### config.mk
export PLATFORM = sky130hd
export DESIGN_NAME = divtmr_top
export DESIGN_NICKNAME = d
export VERILOG_FILES = /design/src/rtl/divtmr_pkg.sv /design/src/rtl/divtmr_divider.sv /design/src/rtl/divtmr_fall_sel.sv /design/src/rtl/divtmr_counter.sv /design/src/rtl/divtmr_top.sv
export SDC_FILE = /design/constraint.sdc
export NUM_CORES = 1
export LEC_CHECK = 0
export CORE_UTILIZATION = 32
export DETAILED_ROUTE_END_ITERATION = 6
export PLACE_DENSITY = 0.6
export SLEW_MARGIN = 20
export SYNTH_ARGS = -nofsm -noshare
export SYNTH_HDL_FRONTEND = slang
export SYNTH_SLANG_ARGS = --single-unit
export TNS_END_PERCENT = 20
### constraint.sdc
create_clock -name clk -period 1.7 [get_ports clk]
set_input_delay 0.34 -clock clk [delete_from_list [all_inputs] [get_ports clk]]
set_output_delay 0.34 -clock clk [all_outputs]
set_load 0.05 [all_outputs]
### src/rtl/divtmr_pkg.sv
package divtmr_pkg;

  typedef enum logic [1:0] {
    REG_DIV = 2'd0,
    REG_CNT = 2'd1,
    REG_RLD = 2'd2,
    REG_CTL = 2'd3
  } reg_sel_e;

  typedef struct packed {
    logic       en;
    logic [1:0] rate;
  } ctl_t;

  localparam int CTL_W = 3;
  localparam int N_TAPS = 4;

endpackage

### src/rtl/divtmr_divider.sv
module divtmr_divider #(
  parameter int DIV_W = 16
) (
  input  logic             clk,
  input  logic             rst_n,
  input  logic             clr,
  output logic [DIV_W-1:0] div_q,
  output logic [DIV_W-1:0] div_nx
);

  localparam logic [DIV_W-1:0] ONE = DIV_W'(1);

  always_comb begin
    if (clr) div_nx = '0;
    else     div_nx = div_q + ONE;
  end

  always_ff @(posedge clk or negedge rst_n) begin
    if (!rst_n) div_q <= '0;
    else        div_q <= div_nx;
  end

endmodule

### src/rtl/divtmr_fall_sel.sv
module divtmr_fall_sel
  import divtmr_pkg::*;
#(
  parameter int DIV_W        = 16,
  parameter int TAP0         = 9,
  parameter int TAP1         = 3,
  parameter int TAP2         = 5,
  parameter int TAP3         = 7,
  parameter int SEQ_NORM_BIT = 12,
  parameter int SEQ_FAST_BIT = 13
) (
  input  logic [DIV_W-1:0] div_q,
  input  logic [DIV_W-1:0] div_nx,
  input  ctl_t             ctl_q,
  input  ctl_t             ctl_nx,
  input  logic             fast_mode,
  output logic             tmr_fall,
  output logic             seq_fall
);

  logic [N_TAPS-1:0] tap_now;
  logic [N_TAPS-1:0] tap_nxt;
  logic              gate_now;
  logic              gate_nxt;
  logic              seq_now;
  logic              seq_nxt;

  for (genvar g = 0; g < N_TAPS; g++) begin : g_tap
    localparam int BIT = (g == 0) ? TAP0 : (g == 1) ? TAP1 : (g == 2) ? TAP2 : TAP3;
    assign tap_now[g] = div_q[BIT];
    assign tap_nxt[g] = div_nx[BIT];
  end

  always_comb begin
    gate_now = ctl_q.en  & tap_now[ctl_q.rate];
    gate_nxt = ctl_nx.en & tap_nxt[ctl_nx.rate];
    tmr_fall = gate_now & ~gate_nxt;
  end

  always_comb begin
    if (fast_mode) begin
      seq_now = div_q[SEQ_FAST_BIT];
      seq_nxt = div_nx[SEQ_FAST_BIT];
    end else begin
      seq_now = div_q[SEQ_NORM_BIT];
      seq_nxt = div_nx[SEQ_NORM_BIT];
    end
    seq_fall = seq_now & ~seq_nxt;
  end

endmodule

### src/rtl/divtmr_counter.sv
module divtmr_counter
  import divtmr_pkg::*;
#(
  parameter int CNT_W = 8
) (
  input  logic             clk,
  input  logic             rst_n,
  input  logic             wr_cnt,
  input  logic             wr_rld,
  input  logic             wr_ctl,
  input  logic [CNT_W-1:0] wdata,
  input  logic             tmr_fall,
  output logic [CNT_W-1:0] cnt_q,
  output logic [CNT_W-1:0] rld_q,
  output ctl_t             ctl_q,
  output ctl_t             ctl_nx,
  output logic             irq_q
);

  localparam logic [CNT_W-1:0] ONE = CNT_W'(1);

  logic [CNT_W-1:0] cnt_nx;
  logic             cnt_en;
  logic             ovf;

  always_comb begin
    ctl_nx = wr_ctl ? ctl_t'(wdata[CTL_W-1:0]) : ctl_q;
  end

  always_comb begin
    ovf    = 1'b0;
    cnt_en = wr_cnt | tmr_fall;
    cnt_nx = cnt_q;
    if (wr_cnt) begin
      cnt_nx = wdata;
    end else if (tmr_fall) begin
      if (&cnt_q) begin
        cnt_nx = rld_q;
        ovf    = 1'b1;
      end else begin
        cnt_nx = cnt_q + ONE;
      end
    end
  end

  always_ff @(posedge clk or negedge rst_n) begin
    if (!rst_n) begin
      cnt_q <= '0;
      rld_q <= '0;
      ctl_q <= '0;
      irq_q <= 1'b0;
    end else begin
      if (cnt_en) cnt_q <= cnt_nx;
      if (wr_rld) rld_q <= wdata;
      if (wr_ctl) ctl_q <= ctl_nx;
      irq_q <= ovf;
    end
  end

endmodule

### src/rtl/divtmr_top.sv
module divtmr_top
  import divtmr_pkg::*;
#(
  parameter int DIV_W        = 16,
  parameter int CNT_W        = 8,
  parameter int TAP0         = 9,
  parameter int TAP1         = 3,
  parameter int TAP2         = 5,
  parameter int TAP3         = 7,
  parameter int SEQ_NORM_BIT = 12,
  parameter int SEQ_FAST_BIT = 13
) (
  input  logic             clk,
  input  logic             rst_n,
  input  logic [1:0]       bus_addr,
  input  logic             bus_wr,
  input  logic [CNT_W-1:0] bus_wdata,
  output logic [CNT_W-1:0] bus_rdata,
  input  logic             fast_mode,
  output logic             tmr_irq,
  output logic             seq_strobe
);

  localparam int PAD_W = CNT_W - CTL_W;

  logic             rst_meta;
  logic             rst_sync_n;
  logic             wr_div;
  logic             wr_cnt;
  logic             wr_rld;
  logic             wr_ctl;
  logic [DIV_W-1:0] div_q;
  logic [DIV_W-1:0] div_nx;
  logic [CNT_W-1:0] cnt_q;
  logic [CNT_W-1:0] rld_q;
  ctl_t             ctl_q;
  ctl_t             ctl_nx;
  logic             tmr_fall;
  logic             seq_fall;
  logic             strobe_q;

  always_ff @(posedge clk or negedge rst_n) begin
    if (!rst_n) begin
      rst_meta   <= 1'b0;
      rst_sync_n <= 1'b0;
    end else begin
      rst_meta   <= 1'b1;
      rst_sync_n <= rst_meta;
    end
  end

  always_comb begin
    wr_div = bus_wr && (bus_addr == REG_DIV);
    wr_cnt = bus_wr && (bus_addr == REG_CNT);
    wr_rld = bus_wr && (bus_addr == REG_RLD);
    wr_ctl = bus_wr && (bus_addr == REG_CTL);
  end

  divtmr_divider #(.DIV_W(DIV_W)) div_i (
    .clk    (clk),
    .rst_n  (rst_sync_n),
    .clr    (wr_div),
    .div_q  (div_q),
    .div_nx (div_nx)
  );

  divtmr_fall_sel #(
    .DIV_W        (DIV_W),
    .TAP0         (TAP0),
    .TAP1         (TAP1),
    .TAP2         (TAP2),
    .TAP3         (TAP3),
    .SEQ_NORM_BIT (SEQ_NORM_BIT),
    .SEQ_FAST_BIT (SEQ_FAST_BIT)
  ) fall_i (
    .div_q     (div_q),
    .div_nx    (div_nx),
    .ctl_q     (ctl_q),
    .ctl_nx    (ctl_nx),
    .fast_mode (fast_mode),
    .tmr_fall  (tmr_fall),
    .seq_fall  (seq_fall)
  );

  divtmr_counter #(.CNT_W(CNT_W)) cnt_i (
    .clk      (clk),
    .rst_n    (rst_sync_n),
    .wr_cnt   (wr_cnt),
    .wr_rld   (wr_rld),
    .wr_ctl   (wr_ctl),
    .wdata    (bus_wdata),
    .tmr_fall (tmr_fall),
    .cnt_q    (cnt_q),
    .rld_q    (rld_q),
    .ctl_q    (ctl_q),
    .ctl_nx   (ctl_nx),
    .irq_q    (tmr_irq)
  );

  always_ff @(posedge clk or negedge rst_sync_n) begin
    if (!rst_sync_n) strobe_q <= 1'b0;
    else             strobe_q <= seq_fall;
  end
  assign seq_strobe = strobe_q;

  always_comb begin
    unique case (bus_addr)
      REG_DIV: bus_rdata = div_q[DIV_W-1 -: CNT_W];
      REG_CNT: bus_rdata = cnt_q;
      REG_RLD: bus_rdata = rld_q;
      default: bus_rdata = {{PAD_W{1'b1}}, ctl_q};
    endcase
  end

endmodule

; After elaboration in Yosys (flattened, before gate mapping)
; Index checks and enable logic that the tools add are counted.
[word_totals]
ff_bits = 39
input_bits = 14
output_inout_bits = 10
elab_cells = 46
[classes]
add_sub_neg = 2
magnitude_cmp = 2
n_eq_ne = 3
muxes = 15
n_bitwise = 7
n_reduce_logical = 8
[ops]
columns = cell, n
row1 = $mux W8, 3
row2 = $pmux W8 S3, 1
row3 = $add A16 B1 Y16 const B, 1
row4 = $mux W16, 1
row5 = $add A8 B1 Y8 const B, 1
row6 = $reduce_and A8 Y1, 1
row7 = $mux W1, 7
row8 = $lt A2 B3 Y1 const B, 2
row9 = $and A1 B1 Y1, 4
row10 = $bmux W1 S2, 2
row11 = $eq A2 B2 Y1 const B, 2
row12 = $logic_and A1 B1 Y1, 4
row13 = $mux W3, 1
row14 = $eq A2 B1 Y1 const B, 1
row15 = $logic_not A2 Y1, 1
row16 = $not A1 Y1, 2
row17 = $reduce_and A2 Y1, 1
row18 = $reduce_bool A2 Y1, 1
row19 = $or A1 B1 Y1, 1

; Logic depth before layout (Yosys ltp)
; Gate-level depths: netlist (run 1).
[depth]
word_depth = 10
depth_mapped = 8

; Hierarchy
; From an unflattened synthesis (run 1), not the netlist that was laid out.
[unflattened]
hier_cells = 206
area_unflattened_um2 = 2235.9
[modules_own_cells]
columns = mod, n_inst, cells_per_inst, area_each_um2
row1 = divtmr_counter, 1, 95, 1046.0
row2 = divtmr_divider, 1, 79, 782.0
row3 = divtmr_top, 1, 25, 334.1
row4 = divtmr_fall_sel, 1, 7, 73.8

; Worst setup path after synthesis (run 1)
; Ideal clock, no wire load.
[synth_timing]
path_type = input-to-output
startpoint = in bus_addr[1]
endpoint = out bus_rdata[3]
arrival_ns = 1.528
slack_ns = -0.168
stages = 4
path_buffers = 2
path_cell_list = buf_4 clkbuf_1 mux2_2 o22a_1
[synth_via]
elab_chain_cells = 2
[synth_rtl]
columns = element, line
row1 = start: declaration, divtmr_top.sv:15  ; input logic [1:0] bus_addr,
row2 = "$eq A2 B2 Y1, or another cell as far along", divtmr_top.sv:107  ; unique case (bus_addr)
row3 = $pmux W8 S3 *, divtmr_top.sv:107
row4 = end: declaration, divtmr_top.sv:18  ; output logic [CNT_W-1:0] bus_rdata,
; Mark *: on every way between the ends. The rest lies on a longest branch, timed or not.

; Final worst setup path (run 1)
[layout_timing]
startpoint = reg cnt_i.cnt_q[0]
endpoint = out bus_rdata[0]
[layout_via]
elab_chain_cells = 1
[layout_rtl]
columns = element, line
row1 = start: declaration, divtmr_counter.sv:13  ; output logic [CNT_W-1:0] cnt_q,
row2 = start signal: assignment, divtmr_counter.sv:53  ; if (cnt_en) cnt_q <= cnt_nx;
row3 = $pmux W8 S3, divtmr_top.sv:107
; Every way passes these cells.

==> impl_metrics.json, run 1 <==
{
  "synthTopCellsByArea": "dfrtp_1, mux2_2, mux4_2",
  "startpoint": "cnt_i.cnt_q[0]$_DFFE_PN0P_",
  "wl_met2_um": 2883,
  "rrSetupSlack_ns": -0.14,
  "critPathKind": "reg2out",
  "slew_viol_final": 0,
  "hold_class": "in2async",
  "post-route-min-period_ns": 1.848,
  "top_layer": "met4",
  "initial_core_util_pct": 33.62,
  "wl_met1_um": 2876,
  "pre_cts_ws_ns": -0.7329,
  "wl_per_cell_um": 15.47,
  "ctsHtreeMaxLevel": 2,
  "synth_cell_types": 55,
  "dpl.hpwl_um": 4395,
  "antenna_found_initial": 0,
  "max_freq_ghz": 0.5410,
  "worstPathMaxFanout": 5,
  "cts_root_buffer": "clkbuf_8",
  "rows": 30,
  "synth_edf_count": 0,
  "fin_skew_ns": 0.01097,
  "grt_max_degree": 38,
  "dieArea_um2": 7561,
  "fin_area_um2": 3323,
  "antenna_left": 0,
  "syn2layout_area_growth_pct": 43.88,
  "syn_area_per_cell_um2": 10.45,
  "fin_total_pwr_w": 0.003643,
  "diodes": 0,
  "ys.flop_type": "dfrtp_1",
  "numCtsBuffers": 5,
  "worst_slew_pin_slew_ns": 0.5241,
  "worstPathArrival_ns": 1.51,
  "r2r_end": "cnt_i.cnt_q[4]$_DFFE_PN0P_",
  "drv_cap": 0,
  "cts_tree": "yes",
  "p_leak_nw": 1.378,
  "grt_pass1_vias": 2021,
  "synth_fp_nets": 237,
  "wl_met3_um": 255,
  "cts_buffer_depth": 2,
  "yosysTopAreaCell": "dfrtp_1",
  "path_delay_family": "multiplexers",
  "synth-seq-area-share_pct": 42.25,
  "die_width_um": 86.96,
  "drt_iter0_drc": 66,
  "worstReg2RegStart": "div_i.div_q[2]$_DFF_PN0_",
  "port_buffers": 23,
  "rsz0062_at_grt": "true",
  "routed_wl_um": 6094,
  "gp_congestion": 0.8109,
  "crit_slowest_cell": "mux4_2",
  "clock_latency_ns": 0.30,
  "viasPerCell": 5.145,
  "status": "complete, but fails checks",
  "endpoint_kind": "primary output",
  "core-area_um2": 6869,
  "relSlewSlack_pct": 65.06,
  "first_pass_iters": 4,
  "postCtsHoldBufs": 0,
  "slowest_delay_ns": 0.48,
  "r2r_cells": 8,
  "synthArstFlopShare_pct": 100.0,
  "yosys_warnings": 0,
  "final_nets": 313,
  "synth_seq_cells": 39,
  "dieHeight_um": 86.96,
  "crit_required_ns": 1.36,
  "cts_sinks": 39,
  "hold_ws_ns": 0.1907,
  "grt_usage_pct": 17.19,
  "drc": 0,
  "synth.top_cell.area_share_pct": 42.25,
  "power.density_nw_per_um2": 1096,
  "timing.final.crit_share_pct": 108.7,
  "layout_setup_ws_ns": -0.1484,
  "finalSetupViolCount": 16,
  "grt.overflow.total": 0,
  "num_vias": 2027,
  "layout-drive-gt1-share_pct": 44.30,
  "grt_pass1_wl_um": 10010,
  "clkTransAtPathRegs_ns": 0.08,
  "violations": "negative setup slack",
  "synthCells": 221,
  "vdd_drop_max_v": 0.0004604,
  "syn_area_um2": 2310,
  "path_cells": "buf_4 -> mux4_2 -> buf_8",
  "cp_num_buf_inv": 2,
  "hold_violations": 0,
  "dpl_cell_area_um2": 3083,
  "cp-start-kind": "register",
  "io_pins": 24
}
==> cell type report <==
type | count | area, um^2
flip-flops and latches | 39 | 979.7
fillers | 651 | 3546
well taps | 96 | 120.1
multi-input cells | 171 | 1404
inverters | 2 | 7.507
clock inverters | 1 | 5.005
clock buffers | 7 | 76.32
repair buffers | 78 | 730.7
==> worst max path at each step <==
stage / end / depth (start not counted)
after floorplan: cnt_i.cnt_q[2]$_DFFE_PN0P_ / 6
after global placement: cnt_i.cnt_q[4]$_DFFE_PN0P_ / 8
after detailed placement: cnt_i.cnt_q[4]$_DFFE_PN0P_ / 7
after CTS: cnt_i.cnt_q[2]$_DFFE_PN0P_ / 7
after global routing: cnt_i.cnt_q[7]$_DFFE_PN0P_ / 8
final: bus_rdata[0] / 3
==> synth_stat cells (2+ instances only) <==
| library cell | n |
|---|---|
| dfrtp_1 | 39 |
| nor2_1 | 20 |
| nand2_1 | 19 |
| mux2_2 | 14 |
| a21oi_1 | 9 |
| nand3_1 | 8 |
| o21ai_1 | 8 |
| xor2_1 | 8 |
| o21ai_0 | 7 |
| a31oi_1 | 5 |
| nand4_1 | 5 |
| o22a_1 | 5 |
| xnor2_1 | 5 |
| mux4_2 | 4 |
| nor2b_1 | 4 |
| o31ai_1 | 4 |
| a221oi_1 | 3 |
| and2_1 | 3 |
| and4_1 | 3 |
| buf_4 | 3 |
| and3_1 | 2 |
| buf_1 | 2 |
| clkbuf_1 | 2 |
| ha_1 | 2 |
| inv_1 | 2 |
| nand2b_1 | 2 |
| nand4_2 | 2 |
| nor3_1 | 2 |
| o21ba_2 | 2 |
| o221ai_2 | 2 |
==> registers in the layout, indices dropped and copies added, names as in the netlist <==
name	flops
cnt_i.cnt_q	8
cnt_i.ctl_q	3
cnt_i.irq_q	1
cnt_i.rld_q	8
div_i.div_q	16
rst_meta	1
rst_sync_n	1
seq_strobe	1
==> power breakdown <==
| part | switching [W] | total, W | internal [W] |
|---|---|---|---|
| clock network | 0.000336 | 0.000624 | 0.000288 |
| logic | 0.000823 | 0.00171 | 0.000885 |
| registers | 0.000183 | 0.00131 | 0.00113 |
==> cells in the final DEF (no fill, tap or decap), types with 3 or more instances in the layout <==
master / n
o31ai_2: 4
dfrtp_1: 36
mux2_2: 13
o21ai_1: 7
a31oi_1: 4
a221oi_2: 3
nor2b_1: 4
nand4_1: 5
clkdlybuf4s50_1: 10
buf_4: 49
nor2_1: 18
a21oi_1: 7
clkbuf_8: 5
nand3_1: 7
o21ai_0: 7
xor2_1: 8
mux4_2: 4
nand2_1: 19
buf_12: 5
buf_6: 10
o22a_1: 4
xnor2_1: 4
dfrtp_2: 3
nor2_2: 3
==> routing by layer <==
layer	vias to the layer above	global-route usage [%]
met4	0	4.697
met3	10	2.749
li1	968	-
met1	996	24.22
met5	-	0
met2	53	27.34
==> per-stage QoR <==
step | cells | setup TNS (ns) | utilization [%]
after floorplan | 221 | -0.4203 | -
after global placement | 383 | -12.34 | 44.88
after detailed placement | 383 | -12.61 | 44.88
after CTS | 394 | -1.783 | 47.63
after global routing | 394 | -2.500 | 48.38
final | 394 | -1.528 | 48.38
==> kinds of logic after synthesis <==
kind of cell / Yosys count / synth area share, %
mux: 19 / 11.16
fa+ha+maj: 2 / 1.083
compound gates: 54 / 17.39
flops: 39 / 42.25
buf+inv: 11 / 2.654
simple gates: 82 / 20.37
xor+xnor: 13 / 4.930
other cells: 1 / 0.1624
==> what timing repair did <==
item                                    in CTS  in global routing
endpoints found under the setup margin      17                 17
gates resized for setup                     29                 13
pin swaps                                   12                  7
buffers inserted                             3                  0
(Power assumes the default switching activity.)
==> inputs of run 2 (changes only) <==
--- a/config.mk
+++ b/config.mk
@@ -7,7 +7,8 @@
 export LEC_CHECK = 0
 export CORE_UTILIZATION = 32
 export DETAILED_ROUTE_END_ITERATION = 6
-export PLACE_DENSITY = 0.6
+export MAX_ROUTING_LAYER = met4
+export PLACE_DENSITY = 0.58
 export SLEW_MARGIN = 20
 export SYNTH_ARGS = -nofsm -noshare
 export SYNTH_HDL_FRONTEND = slang
==> constraint.sdc (replaced) <==
create_clock -name clk -period 1.95 [get_ports clk]
set_input_delay 0.39 -clock clk [delete_from_list [all_inputs] [get_ports clk]]
set_output_delay 0.39 -clock clk [all_outputs]
set_load 0.05 [all_outputs]
==> run 2 against run 1 <==
  * The run now ends clean
  * Via count down 3.7%
  * Critical path depth is 7 higher
  * Clock power down 12%
  * Critical endpoint is now cnt_i.cnt_q[3]$_DFFE_PN0P_
  * Non-clock buffer count is 20 lower
==> impl_metrics.json, run 2 (synthesized netlist as in run 1, its figures left out) <==
{
  "startpoint": "bus_addr[1]",
  "dpl.cell_count": 359,
  "viasPerCell": 5.217,
  "gp_congestion": 0.8490,
  "final_nets": 293,
  "hold_ws_ns": 0.2427,
  "port_buffers": 23,
  "cts_buffer_depth": 2,
  "timing.final.crit_share_pct": 99.66,
  "antenna_left": 0,
  "finalSetupViolCount": 0,
  "slew_viol_final": 0,
  "dieArea_um2": 7561,
  "postCtsHoldBufs": 0,
  "fin_skew_ns": 0.008397,
  "critPathKind": "in2reg",
  "clock_latency_ns": 0.30,
  "hold_violations": 0,
  "power.density_nw_per_um2": 917.3,
  "grt_usage_pct": 17.06,
  "routed_wl_um": 5853,
  "endpoint_kind": "register",
  "dpl_cell_area_um2": 2884,
  "cts_tree": "yes",
  "worstPathMaxFanout": 5,
  "num_vias": 1951,
  "antenna_found_initial": 0,
  "reg_top3": "div_i.div_q: 16 flops, cnt_i.cnt_q: 8 flops, cnt_i.rld_q: 8 flops",
  "seqPwrFrac_pct": 41.6,
  "p_int_w": 0.001811,
  "p_comb_share_pct": 39.7,
  "io_pins": 24,
  "grt.overflow.total": 0,
  "drt_iter0_drc": 88,
  "relSlewSlack_pct": 66.74,
  "grt_pass1_vias": 1918,
  "initial_core_util_pct": 33.62,
  "final_common_cell": "dfrtp_1",
  "fin_area_um2": 3187,
  "cts_root_buffer": "clkbuf_8",
  "drc": 0,
  "sw_frac_of_total_pct": 38.05,
  "grt_max_degree": 38,
  "status": "finished clean",
  "die_width_um": 86.96,
  "rows": 30,
  "diodes": 0,
  "worst_slew_pin_slew_ns": 0.4973,
  "numCtsBuffers": 5,
  "vdd_drop_max_v": 0.0003100,
  "pre_cts_ws_ns": -0.4585,
  "p_leak_nw": 1.297,
  "cp-start-kind": "primary input",
  "rsz0062_at_grt": "true",
  "clkPwrFrac_pct": 18.7,
  "cts_sinks": 39,
  "ctsHtreeMaxLevel": 2,
  "clkTransAtPathRegs_ns": 0.08,
  "wl_per_cell_um": 15.65,
  "dieHeight_um": 86.96,
  "mostFrequentLayoutCells": "dfrtp_1, buf_4, nand2_1, nor2_1, mux2_2",
  "finalNonFillerCells": 374,
  "post-route-min-period_ns": 1.943,
  "layout-drive-gt1-share_pct": 37.77,
  "max_freq_ghz": 0.5146,
  "first_pass_iters": 4,
  "crit_required_ns": 2.13,
  "top_register": "div_i.div_q",
  "final_util_pct": 46.39,
  "worstReg2RegStart": "div_i.div_q[2]$_DFF_PN0_",
  "p_sw_w": 0.001112,
  "worstPathArrival_ns": 2.13,
  "grt_pass1_wl_um": 9584,
  "syn2layout_area_growth_pct": 37.97,
  "hold_class": "in2async",
  "layout_setup_ws_ns": 0.006631,
  "drv_cap": 0,
  "largest_register_ff_count": 16,
  "core-area_um2": 6869,
  "dpl.hpwl_um": 4161
}
run 2: per-stage QoR:
stage	setup TNS (ns)	total power, W
2_1_floorplan	0	0.001844
3_3_place_gp	-6.676	0.002261
3_5_place_dp	-6.650	0.002267
4_1_cts	-0.1519	0.002852
5_1_grt	-0.1836	0.003096
6_report	0	0.002923
run 2: power groups by stage:
stage	clock network, W	logic, W	registers [W]
after global routing	0.000597	0.00125	0.00125
after CTS	0.000563	0.00110	0.00119
after detailed placement	0	0.00106	0.00120
after global placement	0	0.00105	0.00121
final	0.000547	0.00116	0.00122
after floorplan	0	0.000674	0.00117
run 2: metal layers:
layer	share of wire, %	global-route usage [%]
met3	2.4	3.318
met2	47	25.98
met5	0	-
met4	1.8	5.606
met1	49	22.77
run 2: cell type report:
cell class,count,area (um^2)
clock buffer,6,72.57
clock inverter,2,12.51
fill,652,3682
inverter,2,7.507
multi-input combinational,171,1395
sequential,39,979.7
tap,96,120.1
timing repair buffer,58,599.3
run 2: repair_timing:
| item | 4_1_cts | 5_1_grt |
|---|---|---|
| buffers inserted | 6 | 1 |
| pin swaps | 2 | 12 |
| setup endpoints to repair | 17 | 14 |
| gates resized for setup | 13 | 31 |
run 2: path summary, 6_finish.rpt:
kind,depth (start not counted),slack (ns),endpoint
min,1,0.24,rst_meta$_DFF_PN0_
min reg2reg,1,0.30,div_i.div_q[2]$_DFF_PN0_
max reg2reg,7,0.06,cnt_i.cnt_q[3]$_DFFE_PN0P_
max,10,0.007,cnt_i.cnt_q[3]$_DFFE_PN0P_
max in group asynchronous,1,1.29,div_i.div_q[0]$_DFF_PN0_
min in group clk,0,0.35,rst_sync_n$_DFF_PN0_
run 2: critical path: stages:
cell and delay (ns):
dlygate4sd2_1 0.24, buf_6 0.12, buf_4 0.15, nand3_4 0.11, mux2_4 0.34, nand2_1 0.15
nand4_4 0.17, buf_4 0.19, a31oi_2 0.17, a21oi_1 0.09
